[config.mk]
export PLATFORM = sky130hd
export DESIGN_NAME = insn_cycle_seq
export DESIGN_NICKNAME = d
export VERILOG_FILES = /design/src/rtl/isc_pkg.sv /design/src/rtl/isc_phase_ring.sv /design/src/rtl/isc_extend_ctrl.sv /design/src/rtl/insn_cycle_seq.sv
export SDC_FILE = /design/constraint.sdc
export NUM_CORES = 1
export LEC_CHECK = 0
export ABC_AREA = 1
export BUFFER_PORTS_ARGS = -buffer_cell sky130_fd_sc_hd__buf_4
export CORE_AREA = 5 5 42 44
export DETAILED_ROUTE_END_ITERATION = 10
export DIE_AREA = 0 0 47 49
export GPL_TIMING_DRIVEN = 1
export PLACE_DENSITY = 0.32
export SLEW_MARGIN = 25
export SYNTH_ARGS = -nofsm -noshare
export SYNTH_HDL_FRONTEND = slang
export SYNTH_HIERARCHICAL = 1
export SYNTH_SLANG_ARGS = --single-unit
[constraint.sdc]
create_clock -name clk -period 0.9 [get_ports clk]
set_input_delay 0.27 -clock clk [delete_from_list [all_inputs] [get_ports clk]]
set_output_delay 0.27 -clock clk [all_outputs]
set_load 0.02 [all_outputs]
[src/rtl/isc_pkg.sv]
package isc_pkg;

    localparam int unsigned NUM_PHASES = 4;

    typedef logic [NUM_PHASES-1:0] phase_t;

    localparam phase_t PH_FIRST = phase_t'(1);
    localparam phase_t PH_LAST  = phase_t'(1) << (NUM_PHASES - 1);

    typedef enum logic {
        CYC_EXEC = 1'b0,
        CYC_NOP  = 1'b1
    } cyc_kind_t;

    // One bit per reason an instruction may need a second cycle
    typedef struct packed {
        logic tbl;
        logic pc;
        logic cond;
    } ext_req_t;

    function automatic phase_t rotate_phase(phase_t p);
        return {p[NUM_PHASES-2:0], p[NUM_PHASES-1]};
    endfunction

    function automatic logic wants_extra(ext_req_t r);
        return |r;
    endfunction

endpackage

[src/rtl/isc_phase_ring.sv]
module isc_phase_ring #(
    parameter int unsigned WIDTH = isc_pkg::NUM_PHASES
) (
    input  logic             clk,
    input  logic             rst,
    output logic [WIDTH-1:0] ring,
    output logic             at_last
);

    // One flop per phase; reset loads the first position
    for (genvar i = 0; i < WIDTH; i++) begin : g_bit
        localparam int unsigned PREV = (i == 0) ? WIDTH - 1 : i - 1;
        always_ff @(posedge clk) begin
            if (rst) ring[i] <= 1'(i == 0);
            else     ring[i] <= ring[PREV];
        end
    end

    assign at_last = ring[WIDTH-1];

endmodule

[src/rtl/isc_extend_ctrl.sv]
module isc_extend_ctrl
    import isc_pkg::*;
(
    input  logic      clk,
    input  logic      rst,
    input  logic      boundary,
    input  ext_req_t  req,
    output cyc_kind_t kind
);

    cyc_kind_t kind_q;
    cyc_kind_t kind_d;

    always_comb begin
        kind_d = kind_q;
        if (boundary) begin
            if (kind_q == CYC_EXEC && wants_extra(req)) kind_d = CYC_NOP;
            else                                        kind_d = CYC_EXEC;
        end
    end

    always_ff @(posedge clk) begin
        if (rst) kind_q <= CYC_NOP;
        else     kind_q <= kind_d;
    end

    assign kind = kind_q;

endmodule

[src/rtl/insn_cycle_seq.sv]
module insn_cycle_seq
    import isc_pkg::*;
(
    input  logic                  clk,
    input  logic                  rst,
    input  logic                  cond_true,
    input  logic                  pc_change,
    input  logic                  table_op,
    output logic [NUM_PHASES-1:0] phase,
    output logic                  cycle_strobe,
    output logic                  nop_cycle
);

    ext_req_t  req;
    cyc_kind_t kind;
    logic      last_q;

    assign req = '{tbl: table_op, pc: pc_change, cond: cond_true};

    isc_phase_ring #(.WIDTH(NUM_PHASES)) u_ring (
        .clk     (clk),
        .rst     (rst),
        .ring    (phase),
        .at_last (last_q)
    );

    isc_extend_ctrl u_ext (
        .clk      (clk),
        .rst      (rst),
        .boundary (last_q),
        .req      (req),
        .kind     (kind)
    );

    assign cycle_strobe = last_q;
    assign nop_cycle    = (kind == CYC_NOP);

endmodule

==> impl_metrics.sql <==
INSERT INTO impl_metrics (metric_group, metric, value, unit) VALUES
('floorplan', 'fp.dieArea', '2300', 'sq um'),
('cells_and_area', 'final-seq-area', '109', 'sq um'),
('sta', 'fmax', '1.01', 'GHz'),
('sta', 'layout_min_cycle_time', '0.986', 'ns'),
('critical_path', 'crit_cells', '1', ''),
('global_routing', 'grt.total_usage', '4.65', '%'),
('detailed_routing', 'drt-wirelength-per-cell', '7.98', 'um'),
('critical_path', 'ff2ff_setup_slack', '0.21', 'ns'),
('critical_path', 'cp-start-kind', 'flip-flop', ''),
('global_routing', 'wire_length_of_the_first_global_routing_pass', '696', 'um'),
('floorplan', 'starting_utilization_of_the_core_area', '12.3', '%'),
('detailed_routing', 'ant_nets', '0', ''),
('cells_and_area', 'fin_nets', '42', ''),
('status', 'failing_checks', 'setup timing', ''),
('detailed_routing', 'drt-pass1-iter-count', '1', ''),
('yosys', 'synth_top_area_share', '58.0', '%'),
('cells_and_area', 'fillerInstances', '174', ''),
('critical_path', 'ff2ff_path_depth', '3', ''),
('place', 'gp_routability_congestion', '0.665', ''),
('clock_network', 'root_buffer', 'sky130_fd_sc_hd__clkbuf_4', ''),
('status', 'run_status', 'complete, but fails checks', ''),
('clock_network', 'clock_tree.buffer_depth', '2', ''),
('sta', 'grt_setup_unrepaired', 'true', ''),
('sta', 'report.final.slew_viol_count', '0', ''),
('cells_and_area', 'drive_gt1_share', '50.0', '%'),
('power', 'power.density_cell_area', '1790', 'nW/um^2'),
('yosys', 'netlist-cell-type-count', '6', ''),
('power', 'share_clk_of_total_power', '45.3', '%'),
('clock_network', 'tritoncts.num_buffers', '3', ''),
('place', 'dp_worst_setup_slack', '0.153', 'ns'),
('clock_network', 'worst_setup_hold_path_clk_slew', '0.04', 'ns'),
('global_routing', 'first_global_vias', '190', ''),
('sta', 'report.final.hold_viol_count', '0', ''),
('sta', 'final.setup.worst_slack', '-0.0865', 'ns'),
('clock_network', 'clock_tree_from_tritoncts', 'done', ''),
('yosys', 'synth-warning-count', '6', ''),
('floorplan', 'design.core.area', '1400', 'sq um'),
('hold_path', 'timing.hold.worst.class', 'in -> reg', ''),
('critical_path', 'critical_path_maximum_fanout', '4', ''),
('yosys', 'post_synth_inst_count', '23', ''),
('critical_path', 'crit_chain', 'buf_6', ''),
('critical_path', 'critPathBufInv', '1', ''),
('critical_path', 'cpPeakStageDelay', '0.35', 'ns'),
('hold_path', 'worstHoldEndpoint', 'u_ring/at_last', ''),
('yosys', 'synth.yosys.seq_area_share', '58.0', '%'),
('critical_path', 'cp_data_arrival_time', '0.72', 'ns'),
('detailed_routing', 'drt_wl_total', '415', 'um'),
('sta', 'setup-violations-final', '6', ''),
('cells_and_area', 'multi_input_gate_area_in_the_final_layout', '38.8', 'sq um'),
('clock_network', 'cts_hold_buffers', '0', ''),
('yosys', 'cell_type_with_the_largest_total_area_after_synthesis', 'sky130_fd_sc_hd__dfxtp_1', ''),
('yosys', 'postSynthRegisterBits', '5', ''),
('critical_path', 'setup.worst_path.class', 'reg -> out', ''),
('sta', 'timing.max_slew.rel_slack', '92.6', '%'),
('sta', 'worst_clock_skew', '0.00139', 'ns'),
('sta', 'tightestPinTransition', '0.111', 'ns'),
('power', 'power_report.internal_total', '439', 'uW'),
('power', 'leakage_component_of_the_power', '0.152', 'nW'),
('power', 'power.share.switching', '23.0', '%'),
('global_routing', 'antenna_found_initial', '0', ''),
('critical_path', 'crit_path_start', 'u_ring/at_last', ''),
('critical_path', 'worst_setup_path_end_kind', 'output pin', ''),
('clock_network', 'post_cts_setup_buffer_count', '0', ''),
('hold_path', 'worst_hold_path.num_cells', '2', ''),
('yosys', 'per_instance_average_area_after_synthesis', '7.51', 'sq um'),
('place', 'portBuffers', '10', ''),
('yosys', 'synthesis.area', '173', 'sq um'),
('sta', 'sum_of_negative_setup_slack', '-0.388', 'ns'),
('critical_path', 'worstPathRequired', '0.63', 'ns'),
('critical_path', 'reg2reg_to', 'u_ext/kind', ''),
('power', 'power.switching', '131', 'uW');
## sequential cells by signal (all words and copies together), names as in the netlist
register	cells
u_ring/ring	3
u_ext/kind	1
u_ring/at_last	1
## per-layer routing
metal	GRT usage [%]	wire [um]
met1	4.42	177
met2	5.43	147
met3	3.69	90
met4	5.53	0
met5	0	0
## per-stage QoR
| stage | instances | util, % | total power [mW] | area (sq um) | hold slack, ns |
|---|---|---|---|---|---|
| detailed placement | 48 | 18.7 | 0.308 | 262 | 0.412 |
| global placement | 48 | 18.7 | 0.306 | 262 | 0.415 |
| finish | 52 | 22.7 | 0.570 | 318 | 0.214 |
| floorplan | 23 | - | 0.272 | 174 | 0.335 |
| global route | 52 | 22.7 | 0.604 | 318 | 0.211 |
| CTS | 52 | 22.7 | 0.591 | 318 | 0.205 |
## synth_stat cells
library cell and instances:
sky130_fd_sc_hd__a21oi_1 1, sky130_fd_sc_hd__nand2_1 4, sky130_fd_sc_hd__inv_1 7, sky130_fd_sc_hd__nor2_1 5
sky130_fd_sc_hd__dfxtp_1 5, sky130_fd_sc_hd__buf_4 1
## power groups by stage
| stage | Combinational (mW) | Clock (mW) | Sequential, mW |
|---|---|---|---|
| final | 0.0696 | 0.258 | 0.242 |
| after floorplan | 0.0150 | 0 | 0.257 |
| after CTS | 0.0711 | 0.278 | 0.242 |
| after global placement | 0.0625 | 0 | 0.244 |
| after global routing | 0.0759 | 0.284 | 0.244 |
| after detailed placement | 0.0638 | 0 | 0.244 |
## area by class of cell
class	count	area share, %
sequential	5	34.3
timing repair buffer	10	30.7
multi-input combinational	10	12.2
clock buffer	4	8.27
inverter	7	8.27
tap	16	6.30
## what timing repair did
item,in CTS,in global routing
pin swaps,0,0
endpoints found under the setup margin,6,6
resized for setup,11,0
hold endpoints to repair,0,0
## worst register-to-register path, delay by kind of cell (launching register included)
| family | cells | cell delay [ns] |
|---|---|---|
| compound gates | 1 | 0.12 |
| buf+inv | 1 | 0.05 |
| flops | 1 | 0.36 |
| simple gates | 1 | 0.06 |
## cells by family after synthesis
| group | Yosys count | share of synthesized area [%] |
|---|---|---|
| AO/OA/AOI/OAI | 1 | 2.90 |
| flip-flops | 5 | 58.0 |
| AND/OR/NAND/NOR | 9 | 19.6 |
| buffers and inverters | 8 | 19.6 |
## worst max-delay path by stage
stage,end
2_1_floorplan,phase[3]
3_3_place_gp,phase[3]
3_5_place_dp,nop_cycle
4_1_cts,phase[3]
5_1_grt,cycle_strobe
6_report,phase[3]
Power figures use the tool's default switching activity.
